<file path="src/rtl/excp_pend_pkg.sv">
package excp_pend_pkg;

   localparam int DATA_W  = 32;
   localparam int FIELD_W = 8;
   localparam int NUM_EX  = 3;

   // bit positions the controller and software decode
   localparam int B_NMI_SET  = 31;
   localparam int B_SVC_SET  = 28;
   localparam int B_SVC_CLR  = 27;
   localparam int B_TICK_SET = 26;
   localparam int B_TICK_CLR = 25;
   localparam int B_DBG      = 23;
   localparam int B_IRQP     = 22;
   localparam int B_PVEC_LO  = 12;
   localparam int B_RETB     = 11;
   localparam int B_AVEC_LO  = 0;

   typedef enum int {EX_NMI = 0, EX_SVC = 1, EX_TICK = 2} ex_id_e;

   function automatic int set_bit(input int ex);
      case (ex)
         EX_NMI:  return B_NMI_SET;
         EX_SVC:  return B_SVC_SET;
         default: return B_TICK_SET;
      endcase
   endfunction

   // -1 marks a flag without a software clear bit
   function automatic int clr_bit(input int ex);
      case (ex)
         EX_NMI:  return -1;
         EX_SVC:  return B_SVC_CLR;
         default: return B_TICK_CLR;
      endcase
   endfunction

endpackage

</file>
<file path="src/rtl/excp_pend_cell.sv">
module excp_pend_cell #(
   parameter bit HAS_CLR = 1'b1
) (
   input  logic clk,
   input  logic rst_n,
   input  logic set_i,
   input  logic clr_i,
   input  logic ack_i,
   output logic pend_o,
   output logic conflict_o
);

   logic drop;
   logic pend_q;

   generate
      if (HAS_CLR) begin : g_pair
         assign conflict_o = set_i & clr_i;
         assign drop       = clr_i | ack_i;
      end else begin : g_setonly
         assign conflict_o = 1'b0;
         assign drop       = ack_i | clr_i;
      end
   endgenerate

   always_ff @(posedge clk) begin
      if (!rst_n)          pend_q <= 1'b0;
      else if (conflict_o) pend_q <= 1'b0;
      else if (set_i)      pend_q <= 1'b1;
      else if (drop)       pend_q <= 1'b0;
   end

   assign pend_o = pend_q;

endmodule

</file>
<file path="src/rtl/excp_pend_bus.sv">
module excp_pend_bus #(
   parameter int          ADDR_W     = 12,
   parameter logic [31:0] REG_OFFSET = 32'h0000_0D04
) (
   input  logic              clk,
   input  logic              rst_n,
   input  logic              en_i,
   input  logic              wr_i,
   input  logic              priv_i,
   input  logic [ADDR_W-1:0] addr_i,
   output logic              wr_ok_o,
   output logic              rd_ok_o,
   output logic              err_o
);

   localparam logic [ADDR_W-1:0] MY_ADDR = REG_OFFSET[ADDR_W-1:0];

   generate
      if (ADDR_W < 3 || ADDR_W > 32) begin : g_bad_aw
         $error("excp_pend_bus: ADDR_W out of range");
      end
      if (REG_OFFSET[1:0] != 2'b00) begin : g_bad_align
         $error("excp_pend_bus: REG_OFFSET not word aligned");
      end
      if (ADDR_W < 32) begin : g_fit
         if ((REG_OFFSET >> ADDR_W) != 0) begin : g_bad_fit
            $error("excp_pend_bus: REG_OFFSET does not fit ADDR_W");
         end
      end
   endgenerate

   logic hit;
   logic err_q;

   assign hit     = en_i && (addr_i == MY_ADDR);
   assign wr_ok_o = hit && wr_i && priv_i;
   assign rd_ok_o = hit && !wr_i && priv_i;

   always_ff @(posedge clk) begin
      if (!rst_n) err_q <= 1'b0;
      else        err_q <= hit && !priv_i;
   end

   assign err_o = err_q;

endmodule

</file>
<file path="src/rtl/excp_pend_rdmux.sv">
module excp_pend_rdmux
   import excp_pend_pkg::*;
#(
   parameter int VEC_W = 8
) (
   input  logic              rd_ok_i,
   input  logic [NUM_EX-1:0] pend_i,
   input  logic [VEC_W-1:0]  active_i,
   input  logic [VEC_W-1:0]  pvec_i,
   input  logic              irq_pend_i,
   input  logic              ret_base_i,
   input  logic              dbg_mode_i,
   input  logic              dbg_isr_i,
   output logic [DATA_W-1:0] rdata_o
);

   logic [FIELD_W-1:0] act_f;
   logic [FIELD_W-1:0] pvec_f;
   logic               in_handler;
   logic [DATA_W-1:0]  word;

   always_comb begin
      act_f  = '0;
      pvec_f = '0;
      act_f[VEC_W-1:0]  = active_i;
      pvec_f[VEC_W-1:0] = pvec_i;
   end

   assign in_handler = |active_i;

   always_comb begin
      word = '0;
      for (int e = 0; e < NUM_EX; e++) begin
         word[set_bit(e)] = pend_i[e];
      end
      word[B_DBG]                       = dbg_mode_i & dbg_isr_i;
      word[B_IRQP]                      = irq_pend_i;
      word[B_PVEC_LO +: FIELD_W]        = pvec_f;
      word[B_RETB]                      = in_handler & ret_base_i;
      word[B_AVEC_LO +: FIELD_W]        = act_f;
   end

   assign rdata_o = rd_ok_i ? word : '0;

endmodule

</file>
<file path="src/rtl/excp_pend_reg.sv">
module excp_pend_reg
   import excp_pend_pkg::*;
#(
   parameter int          ADDR_W     = 12,
   parameter logic [31:0] REG_OFFSET = 32'h0000_0D04,
   parameter int          VEC_W      = 8
) (
   input  logic              clk,
   input  logic              rst_n,
   input  logic              bus_en,
   input  logic              bus_wr,
   input  logic              bus_priv,
   input  logic [ADDR_W-1:0] bus_addr,
   input  logic [31:0]       bus_wdata,
   output logic [31:0]       bus_rdata,
   output logic              bus_err,
   input  logic [VEC_W-1:0]  st_active,
   input  logic [VEC_W-1:0]  st_pend_vec,
   input  logic              st_irq_pend,
   input  logic              st_ret_base,
   input  logic              st_dbg_mode,
   input  logic              st_dbg_isr,
   input  logic              ack_nmi,
   input  logic              ack_svc,
   input  logic              ack_tick,
   output logic              nmi_pend,
   output logic              svc_pend,
   output logic              tick_pend,
   output logic              conflict_err
);

   generate
      if (VEC_W < 1 || VEC_W > FIELD_W) begin : g_bad_vw
         $error("excp_pend_reg: VEC_W must be 1..8");
      end
   endgenerate

   logic              wr_ok;
   logic              rd_ok;
   logic [NUM_EX-1:0] ack_v;
   logic [NUM_EX-1:0] pend_v;
   logic [NUM_EX-1:0] conf_v;
   logic              conf_q;
   logic              unused_wbits;

   excp_pend_bus #(
      .ADDR_W     (ADDR_W),
      .REG_OFFSET (REG_OFFSET)
   ) u_bus (
      .clk     (clk),
      .rst_n   (rst_n),
      .en_i    (bus_en),
      .wr_i    (bus_wr),
      .priv_i  (bus_priv),
      .addr_i  (bus_addr),
      .wr_ok_o (wr_ok),
      .rd_ok_o (rd_ok),
      .err_o   (bus_err)
   );

   assign ack_v[EX_NMI]  = ack_nmi;
   assign ack_v[EX_SVC]  = ack_svc;
   assign ack_v[EX_TICK] = ack_tick;

   generate
      for (genvar g = 0; g < NUM_EX; g++) begin : g_cell
         localparam int  SB  = set_bit(g);
         localparam int  CB  = clr_bit(g);
         localparam bit  HC  = (CB >= 0);
         logic clr_s;
         if (HC) begin : g_clr
            assign clr_s = wr_ok & bus_wdata[CB];
         end else begin : g_noclr
            assign clr_s = 1'b0;
         end
         excp_pend_cell #(.HAS_CLR(HC)) u_cell (
            .clk        (clk),
            .rst_n      (rst_n),
            .set_i      (wr_ok & bus_wdata[SB]),
            .clr_i      (clr_s),
            .ack_i      (ack_v[g]),
            .pend_o     (pend_v[g]),
            .conflict_o (conf_v[g])
         );
      end
   endgenerate

   always_ff @(posedge clk) begin
      if (!rst_n)       conf_q <= 1'b0;
      else if (|conf_v) conf_q <= 1'b1;
   end

   assign unused_wbits = ^{bus_wdata[30:29], bus_wdata[24:0]};

   excp_pend_rdmux #(.VEC_W(VEC_W)) u_rd (
      .rd_ok_i    (rd_ok),
      .pend_i     (pend_v),
      .active_i   (st_active),
      .pvec_i     (st_pend_vec),
      .irq_pend_i (st_irq_pend),
      .ret_base_i (st_ret_base),
      .dbg_mode_i (st_dbg_mode),
      .dbg_isr_i  (st_dbg_isr),
      .rdata_o    (bus_rdata)
   );

   assign nmi_pend     = pend_v[EX_NMI];
   assign svc_pend     = pend_v[EX_SVC];
   assign tick_pend    = pend_v[EX_TICK];
   assign conflict_err = conf_q;

endmodule

</file>
<file path="config.mk">
export PLATFORM = sky130hd
export DESIGN_NAME = excp_pend_reg
export DESIGN_NICKNAME = d
export VERILOG_FILES = /design/src/rtl/excp_pend_pkg.sv /design/src/rtl/excp_pend_cell.sv /design/src/rtl/excp_pend_bus.sv /design/src/rtl/excp_pend_rdmux.sv /design/src/rtl/excp_pend_reg.sv
export SDC_FILE = /design/constraint.sdc
export NUM_CORES = 1
export LEC_CHECK = 0
export BUFFER_PORTS_ARGS = -buffer_cell sky130_fd_sc_hd__clkbuf_2
export CORE_MARGIN = 5
export CORE_UTILIZATION = 21
export DETAILED_ROUTE_END_ITERATION = 16
export PLACE_DENSITY = 0.75
export SETUP_SLACK_MARGIN = 0.15
export SKIP_CTS_REPAIR_TIMING = 1
export SYNTH_ARGS = -nofsm -noshare
export SYNTH_HDL_FRONTEND = slang
export SYNTH_SLANG_ARGS = --single-unit
export TNS_END_PERCENT = 10
</file>
<file path="constraint.sdc">
create_clock -name clk -period 2.1 [get_ports clk]
set_input_delay 0.315 -clock clk [delete_from_list [all_inputs] [get_ports clk]]
set_output_delay 0.315 -clock clk [all_outputs]
set_load 0.01 [all_outputs]
</file>
---- Yosys cells after proc, flatten, opt, wreduce, memory -nomap -nowiden ----
Cells that the tools add are included.
storage, ports and cells
  RAM bits ................................ 0
  flip-flop bits (word level) ............. 5
  memories kept ........................... 0
  bits in latches ......................... 0
  word-level logic and storage cells ...... 40
  bits of input ports ..................... 72
  memory bits (read-only) ................. 0
  output and inout bits ................... 37
cells by class
  reduce and logical (&&, ||, !) cells .... 15
  $add $sub $neg .......................... 0
  multiply operators ...................... 0
  $lt $le $gt $ge ......................... 0
  div/mod/pow operators ................... 0
  muxes and demuxes ....................... 7
  eq/ne operators ......................... 1
  bitwise logic cells ..................... 12
  shift operators ......................... 0
operators with widths
  cell                                   count
  two-way mux 32 bit                     1
  == test 12 bit, second input constant  1
  AND 1 bit                              9
  OR reduction 8 bit                     1
  logical AND 1 bit                      6
  two-way mux 1 bit                      6
  nonzero test 2 bit                     3
  OR reduction 2 bit                     3
  zero test 1 bit                        2
  OR 1 bit                               2
  NOT 1 bit                              1

---- Logic depth before layout (Yosys ltp) ----
Gate-level depths: netlist (run 1).
  word-level depth ........................ 8
  mapped depth ............................ 5
  depth with buffers taken out ............ 4

---- Cells and area by module ----
From an unflattened synthesis (run 1), not the netlist that was laid out.
unflattened totals
  cells, all modules ...................... 71
  area, all modules ....................... 558.0 um^2
by module, submodules not included
  module                                  area each (um^2)  cells an instance  times used  seq. area each (um^2)
  excp_pend_rdmux                         244.0             38                 1           0.0
  excp_pend_bus                           103.8             10                 1           20.0
  excp_pend_cell at g_cell[1].u_cell ...  46.3              5                  2           20.0
  excp_pend_reg                           66.3              8                  1           20.0
  excp_pend_cell at g_cell[0].u_cell      51.3              5                  1           20.0

---- Least setup slack after synthesis (run 1) ----
No wires, ideal clock.
  path type ............................... input -> output
  start ................................... input port bus_addr[3]
  end ..................................... output port bus_rdata[0]
  buffers on the path ..................... 1
  arrival ................................. 1973 ps
  path slack .............................. -188 ps
  stages .................................. 5
  required time ........................... 1785 ps
  cell sequence ........................... or4b_1 or4_4 nor3b_4 buf_6 and2_1
between the ends
  cells in the longest elaborated chain, start to end .. 5
RTL lines
  what                            RTL line               text
  start, declared                 excp_pend_reg.sv:13    input logic [ADDR_W-1:0] bus_addr,
  == test 12 bit                  excp_pend_bus.sv:35    assign hit = en_i && (addr_i == MY_ADDR);
  logical AND 1 bit               excp_pend_bus.sv:35
  logical AND 1 bit (2 in a row)  excp_pend_bus.sv:37    assign rd_ok_o = hit && !wr_i && priv_i;
  two-way mux 32 bit              excp_pend_rdmux.sv:43  assign rdata_o = rd_ok_i ? word : '0;
  end, declared                   excp_pend_reg.sv:15    output logic [31:0] bus_rdata,
Every way passes these cells.

---- Final worst setup path (run 1) ----
  start ................................... input port bus_addr[7]
  end ..................................... output port bus_rdata[23]
Same word-level chain as after synthesis.

==> run summary, run 1 <==
Clk pwr share -> 41.2%
Die X -> 59.2 um
final worst slack -> -0.328 ns
Non-Filler Instances -> 167
Comb power frac -> 23.4%
Max clock buf depth -> 2
met3 usage -> 2.61%
first-pass GRT wire length -> 2660 um
most common cell after layout, fill and taps aside -> clkbuf_2
WL/cell -> 12.0 um
failing checks -> setup timing
mean area per synthesized cell -> 7.83 um^2
die height -> 59.2 um
Reg area -> 100 um^2
grt met1 use -> 8.11%
drt drc -> 0
unrepaired setup endpoints after global routing -> yes
vias per cell -> 4.19
hold violation count in the final report -> 0
1st-iter DRT viols -> 30
CTS tree -> built
period utilization -> 116%
worst path cell trace -> buf_6, or4b_4, or4_4, nor3b_4, buf_12, and3_1, buf_2
layout cells sized above 1 -> 71.9%
Levels on crit path -> 7
Max Clk Rate -> 0.412 GHz
Multi-input gate area -> 395 um^2
leak pwr -> 0.588 nW
clk_lat worst skew -> 0.24 ns
delay of the slowest critical-path stage -> 0.53 ns
Worst Skew -> 0 ns
dpl ws -> -0.342 ns
Initial Util -> 22.6%
first drt pass iteration count -> 2
outcome -> finished, violations left
hold crit path type -> input port to flip-flop
slowest CP cell -> or4b_4
reg2reg path depth -> 3
worst path required time -> 1.78 ns
Area contributors post-synth -> and2_1 25%, dfxtp_1 20%, buf_4 15%
Slew Viols, Final -> 0
Worst setup SP type -> input port
vias in the first global route -> 705
# fillers -> 233
CTS root buf -> clkbuf_4
total wire length -> 2010 um
Critical Path End Type -> output port
Final nets -> 212
CTS sink count -> 5
Hold WS -> 0.275 ns
Buf+Inv Stages, Crit Path -> 3
area delta synth->final -> 111%
CP top delay family -> simple AND/OR/NAND/NOR gates
Core Area -> 2250 um^2
met2 Use GR -> 20.0%
switching share of power -> 25.0%
DP Area -> 917 um^2
DR vias -> 700
Ys Warns -> 0
peak supply drop -> 0.212 mV
Final min period -> 2.43 ns
crit path DAT -> 2.11 ns
io pins -> 109
most frequent cells in the layout -> 48 x clkbuf_2, 21 x buf_6, 20 x and2_4
Post-Syn Area -> 509 um^2
P_sw -> 0.0672 mW
Post-Place Cells -> 163
GRT Util Overall -> 9.43%
design area -> 1070 um^2
Netlist cell types -> 20
Yosys top cell by area -> and2_1
CTS clock-pin slew for the worst setup and hold paths -> 0.04 ns
Die Area -> 3510 um^2
Reg power frac -> 35.4%
final setup fails -> 22
antenna cell count -> 0
Max Cap Viol -> 0
largest net degree at the start of global routing -> 23
post-synthesis sequential area ratio -> 19.7%
Congestion Overflow GR -> 0
crit-path max FO -> 22
CTS Buf Count -> 3
Int Pwr -> 0.202 mW
Mapped Cells -> 65
initial antenna violation count -> 0
PD cells -> 250 nW/um^2
Fin Setup TNS -> -6.42 ns
post-DP HPWL -> 1660 um
Final Util -> 47.7%
H-Tree Depth -> 1
busiest layer in global routing -> met2
Antenna Violating Nets Remaining -> 0
GP Congestion -> 0.631
Power Total -> 0.269 mW
kind of critical path -> input port to output port
FP Rows -> 17
hold depth -> 2
port buffer count -> 71
Synth Register Bits -> 5
Yosys top cell area share -> 24.6%
final timing paths:
check	startpoint	to	slack, ns
worst max-delay path	bus_addr[7]	bus_rdata[23]	-0.33
worst min-delay path	bus_priv	u_bus.err_o$_SDFF_PN0_	0.27
worst max register to register	g_cell[1].u_cell.pend_o$_SDFFE_PP0P_	g_cell[1].u_cell.pend_o$_SDFFE_PP0P_	1.27
worst min register to register	conflict_err$_SDFFE_PN0P_	conflict_err$_SDFFE_PN0P_	0.48
synth_stat cells:
| cell type | count |
|---|---|
| conb_1 | 1 |
| a21oi_1 | 4 |
| buf_6 | 2 |
| nor3b_4 | 1 |
| a22o_1 | 1 |
| or4b_1 | 2 |
| and3_1 | 2 |
| or4_4 | 1 |
| nand4_1 | 1 |
| a211oi_1 | 2 |
| and2_1 | 20 |
| buf_4 | 10 |
| inv_1 | 1 |
| nor2_1 | 2 |
| nand2_1 | 2 |
| nor3_1 | 1 |
| nor4_1 | 3 |
| or3b_2 | 1 |
| dfxtp_1 | 5 |
| nor2b_1 | 3 |
sequential cells by signal, indices dropped and copies added (netlist names):
name and count:
g_cell.u_cell.pend_o 3, u_bus.err_o 1, conflict_err 1
worst reg2reg max path, stage by stage (launching register included):
cell and delay [ns]:
dfxtp_1 0.35, nor2b_1 0.14, a21oi_1 0.05, a211oi_1 0.21
area by class of cell:
cell class | count | share of cell area [%]
clock buffers | 4 | 2.44
inverters | 1 | 0.349
multi-input cells | 56 | 36.8
flip-flops and latches | 5 | 9.31
well taps | 28 | 3.26
repair buffers | 73 | 47.8
power groups by stage:
stage	Combinational, mW	Clock [mW]	Sequential (mW)
after floorplan	0.0296	0	0.0969
after global placement	0.0590	0	0.0969
after detailed placement	0.0606	0	0.0969
after CTS	0.0607	0.115	0.0951
after global routing	0.0699	0.122	0.0950
final	0.0630	0.111	0.0952
routing by layer:
metal	up-vias	part of all wire, %
li1	353	-
met1	305	29
met2	42	59
met3	0	12
met4	0	0
met5	-	0
cells by family after synthesis:
logic type	Yosys count	synth area share, %
compound gates	7	8.60
buf+inv	13	19.9
flops	5	19.7
other cells	1	0.736
simple gates	39	51.1
Power figures use the tool's default switching activity.
==> run 2: changes to the inputs <==
CELL_PAD_IN_SITES_DETAIL_PLACEMENT = 2   (was unset)
CELL_PAD_IN_SITES_GLOBAL_PLACEMENT = 2   (was unset)
CORE_UTILIZATION = 10   (was 21)
PLACE_DENSITY = 0.94   (was 0.75)
SLEW_MARGIN = 40   (was unset)
==> run summary, run 2 (synthesized netlist as in run 1, its figures left out) <==
outcome -> finished, violations left
failing checks -> setup timing
worst path required time -> 1.78 ns
CTS clock-pin slew for the worst setup and hold paths -> 0.03 ns
final setup fails -> 22
Final nets -> 213
Critical Path End Type -> output port
Final min period -> 2.45 ns
Max clock buf depth -> 2
final worst slack -> -0.346 ns
Antenna Violating Nets Remaining -> 0
Core Area -> 5040 um^2
io pins -> 109
first-pass GRT wire length -> 3530 um
Initial Util -> 10.1%
Congestion Overflow GR -> 0
Die Area -> 6620 um^2
period utilization -> 116%
Max Cap Viol -> 0
vias per cell -> 3.60
port buffer count -> 71
Die X -> 81.4 um
most common cell after layout, fill and taps aside -> clkbuf_2
initial antenna violation count -> 0
WL/cell -> 12.9 um
die height -> 81.4 um
Worst setup SP type -> input port
GP Congestion -> 0.654
GRT Util Overall -> 7.24%
layout cells sized above 1 -> 72.1%
total wire length -> 2720 um
crit-path max FO -> 22
antenna cell count -> 0
Max Clk Rate -> 0.409 GHz
first drt pass iteration count -> 1
leak pwr -> 0.598 nW
area delta synth->final -> 125%
Final Util -> 22.8%
max FFs per register -> 3
CTS root buf -> clkbuf_8
CTS tree -> built
crit path DAT -> 2.13 ns
PD cells -> 292 nW/um^2
FP Rows -> 26
CTS Buf Count -> 3
clk_lat worst skew -> 0.22 ns
post-DP HPWL -> 2420 um
1st-iter DRT viols -> 0
kind of critical path -> input port to output port
hold crit path type -> input port to flip-flop
drt drc -> 0
CTS sink count -> 5
DR vias -> 755
largest net degree at the start of global routing -> 23
Worst Skew -> 0 ns
H-Tree Depth -> 1
unrepaired setup endpoints after global routing -> yes
hold violation count in the final report -> 0
vias in the first global route -> 803
most frequent cells in the layout -> 49 x clkbuf_2, 20 x and2_4, 20 x buf_6
# fillers -> 597
Slew Viols, Final -> 0
Hold WS -> 0.296 ns
peak supply drop -> 0.153 mV
==> run 2: cell count changes in the layout (fill, tap and decap cells not counted) <==
cell	before	now
buf_6	21	20
clkbuf_8	0	3
clkbuf_4	3	0
clkbuf_2	48	49
buf_4	1	2
==> run 2: per-layer routing <==
metal | global-route usage, % | vias up | wire (um)
li1 | - | 350 | -
met1 | 5.57 | 345 | 811
met2 | 14.7 | 56 | 1510
met3 | 2.33 | 4 | 338
met4 | 5.07 | 0 | 61
met5 | 0 | - | 0
==> run 2: worst paths after layout <==
check,to,start,cells past startpoint,slack [ns]
max,bus_rdata[11],bus_addr[7],7,-0.35
min,g_cell[1].u_cell.pend_o$_SDFFE_PP0P_,bus_wdata[27],2,0.30
max reg2reg,g_cell[2].u_cell.pend_o$_SDFFE_PP0P_,g_cell[2].u_cell.pend_o$_SDFFE_PP0P_,3,1.22
min reg2reg,conflict_err$_SDFFE_PN0P_,conflict_err$_SDFFE_PN0P_,2,0.47
==> run 2: worst max-delay path: stages <==
cell	delay, ns
clkbuf_2	0.08
or4b_4	0.53
or4_4	0.51
nor3b_4	0.22
buf_12	0.18
and3_1	0.15
buf_2	0.13
==> run 2: report_power, final <==
part           leakage (nW)  switching, mW  internal [mW]
Clock                0.0228         0.0449          0.130
Sequential           0.0402     0.00000142         0.0956
Combinational         0.535         0.0307         0.0339
==> run 2: stage by stage <==
stage                     total power, mW  TNS (ns)  cells  instance area (um^2)  setup slack, ns
after CTS                           0.339     -7.53    210                  1020           -0.368
after global placement              0.159     -7.12    206                   977           -0.346
final                               0.335     -6.79    210                  1150           -0.346
after global routing                0.355     -8.12    210                  1150           -0.422
after floorplan                     0.127     -2.03     74                   597          -0.0994
after detailed placement            0.162     -7.54    206                   977           -0.367
==> run 2: layout make-up <==
type	instances	area (um^2)	area share, %
repair buffers	74	515	44.9
multi-input cells	56	395	34.5
flip-flops and latches	5	100	8.72
well taps	70	87.6	7.63
clock buffers	4	45.0	3.93
inverters	1	3.75	0.327
==> run 3: changes to the inputs <==
==> constraint.sdc (replaced) <==
create_clock -name clk -period 2.1 [get_ports clk]
set_input_delay 0.21 -clock clk [delete_from_list [all_inputs] [get_ports clk]]
set_output_delay 0.21 -clock clk [all_outputs]
set_load 0.01 [all_outputs]
==> run summary, run 3 (synthesized netlist as in run 1, its figures left out) <==
outcome -> finished, violations left
failing checks -> setup timing
hold violation count in the final report -> 0
Comb power frac -> 18.9%
peak supply drop -> 0.122 mV
FP Rows -> 26
hold depth -> 2
worst path required time -> 1.89 ns
# fillers -> 589
WL/cell -> 12.1 um
final setup fails -> 22
Die Area -> 6620 um^2
Int Pwr -> 0.259 mW
switching share of power -> 22.1%
PD cells -> 290 nW/um^2
GP Congestion -> 0.696
dpl ws -> -0.178 ns
max FFs per register -> 3
initial antenna violation count -> 0
CTS tree -> built
CTS clock-pin slew for the worst setup and hold paths -> 0.03 ns
Multi-input gate area -> 395 um^2
period utilization -> 107%
Clk pwr share -> 52.4%
1st-iter DRT viols -> 6
first-pass GRT wire length -> 3450 um
Die X -> 81.4 um
port buffer count -> 71
total wire length -> 2540 um
Slew Viols, Final -> 0
Initial Util -> 10.1%
GRT Util Overall -> 6.82%
Antenna Violating Nets Remaining -> 0
Congestion Overflow GR -> 0
post-DP HPWL -> 2280 um
antenna cell count -> 0
Critical Path End Type -> output port
H-Tree Depth -> 1
Max clock buf depth -> 2
CTS Buf Count -> 3
DR vias -> 746
crit-path max FO -> 22
vias in the first global route -> 793
Post-Place Cells -> 206
CTS sink count -> 5
Worst setup SP type -> input port
worst path cell trace -> clkbuf_2, or4b_4, or4_4, nor3b_4, buf_12, and3_1, buf_2
Max Cap Viol -> 0
Non-Filler Instances -> 210
delay of the slowest critical-path stage -> 0.54 ns
Worst Skew -> 0 ns
first drt pass iteration count -> 2
leak pwr -> 0.598 nW
largest net degree at the start of global routing -> 23
die height -> 81.4 um
Fin Setup TNS -> -2.11 ns
final worst slack -> -0.144 ns
most frequent cells in the layout -> 49 x clkbuf_2, 20 x and2_4, 20 x buf_6
slowest CP cell -> or4b_4
vias per cell -> 3.55
reg2reg path depth -> 3
Reg power frac -> 28.7%
most common cell after layout, fill and taps aside -> clkbuf_2
clk_lat worst skew -> 0.22 ns
Hold WS -> 0.207 ns
area delta synth->final -> 125%
drt drc -> 0
Core Area -> 5040 um^2
kind of critical path -> input port to output port
io pins -> 109
CTS root buf -> clkbuf_8
P_sw -> 0.0736 mW
Max Clk Rate -> 0.446 GHz
layout cells sized above 1 -> 72.1%
Reg area -> 100 um^2
Final min period -> 2.24 ns
crit path DAT -> 2.03 ns
unrepaired setup endpoints after global routing -> yes
Final nets -> 213
hold crit path type -> input port to flip-flop
==> run 3: layout make-up <==
class,count,area share (%)
Timing Repair Buffer,74,44.9
Multi-Input combinational cell,56,34.5
Inverter,1,0.327
Clock buffer,4,3.93
Tap cell,70,7.63
Sequential cell,5,8.72
==> run 3: power groups by stage <==
stage / logic (mW) / clock network [mW] / registers (mW)
floorplan: 0.0296 / 0 / 0.0969
global placement: 0.0605 / 0 / 0.0969
detailed placement: 0.0629 / 0 / 0.0969
CTS: 0.0634 / 0.179 / 0.0956
global route: 0.0708 / 0.185 / 0.0954
finish: 0.0631 / 0.174 / 0.0956
==> run 3: metrics by stage <==
| stage | total power, mW | util (%) | cell area [um^2] |
|---|---|---|---|
| floorplan | 0.127 | - | 597 |
| global placement | 0.157 | 19.4 | 977 |
| detailed placement | 0.160 | 19.4 | 977 |
| CTS | 0.338 | 20.3 | 1020 |
| global route | 0.351 | 22.8 | 1150 |
| finish | 0.333 | 22.8 | 1150 |
==> run 3: path summary, 6_finish.rpt <==
check / startpoint / to / slack [ns]
worst max-delay path: bus_addr[7] / bus_rdata[11] / -0.14
worst min-delay path: bus_wdata[27] / g_cell[1].u_cell.pend_o$_SDFFE_PP0P_ / 0.21
worst max register to register: g_cell[2].u_cell.pend_o$_SDFFE_PP0P_ / g_cell[2].u_cell.pend_o$_SDFFE_PP0P_ / 1.21
worst min register to register: conflict_err$_SDFFE_PN0P_ / conflict_err$_SDFFE_PN0P_ / 0.53
==> run 3: per-layer routing <==
metal | up-vias | track usage, % | wire length (um)
li1 | 350 | - | -
met1 | 340 | 6.09 | 846
met2 | 54 | 14.0 | 1370
met3 | 2 | 1.66 | 311
met4 | 0 | 3.04 | 19
met5 | - | 0 | 0
==> run 3: worst max-delay path, delay by kind of cell <==
family	cells	cell delay, ns
and+or+nand+nor	4	1.43
buffers and inverters	3	0.39
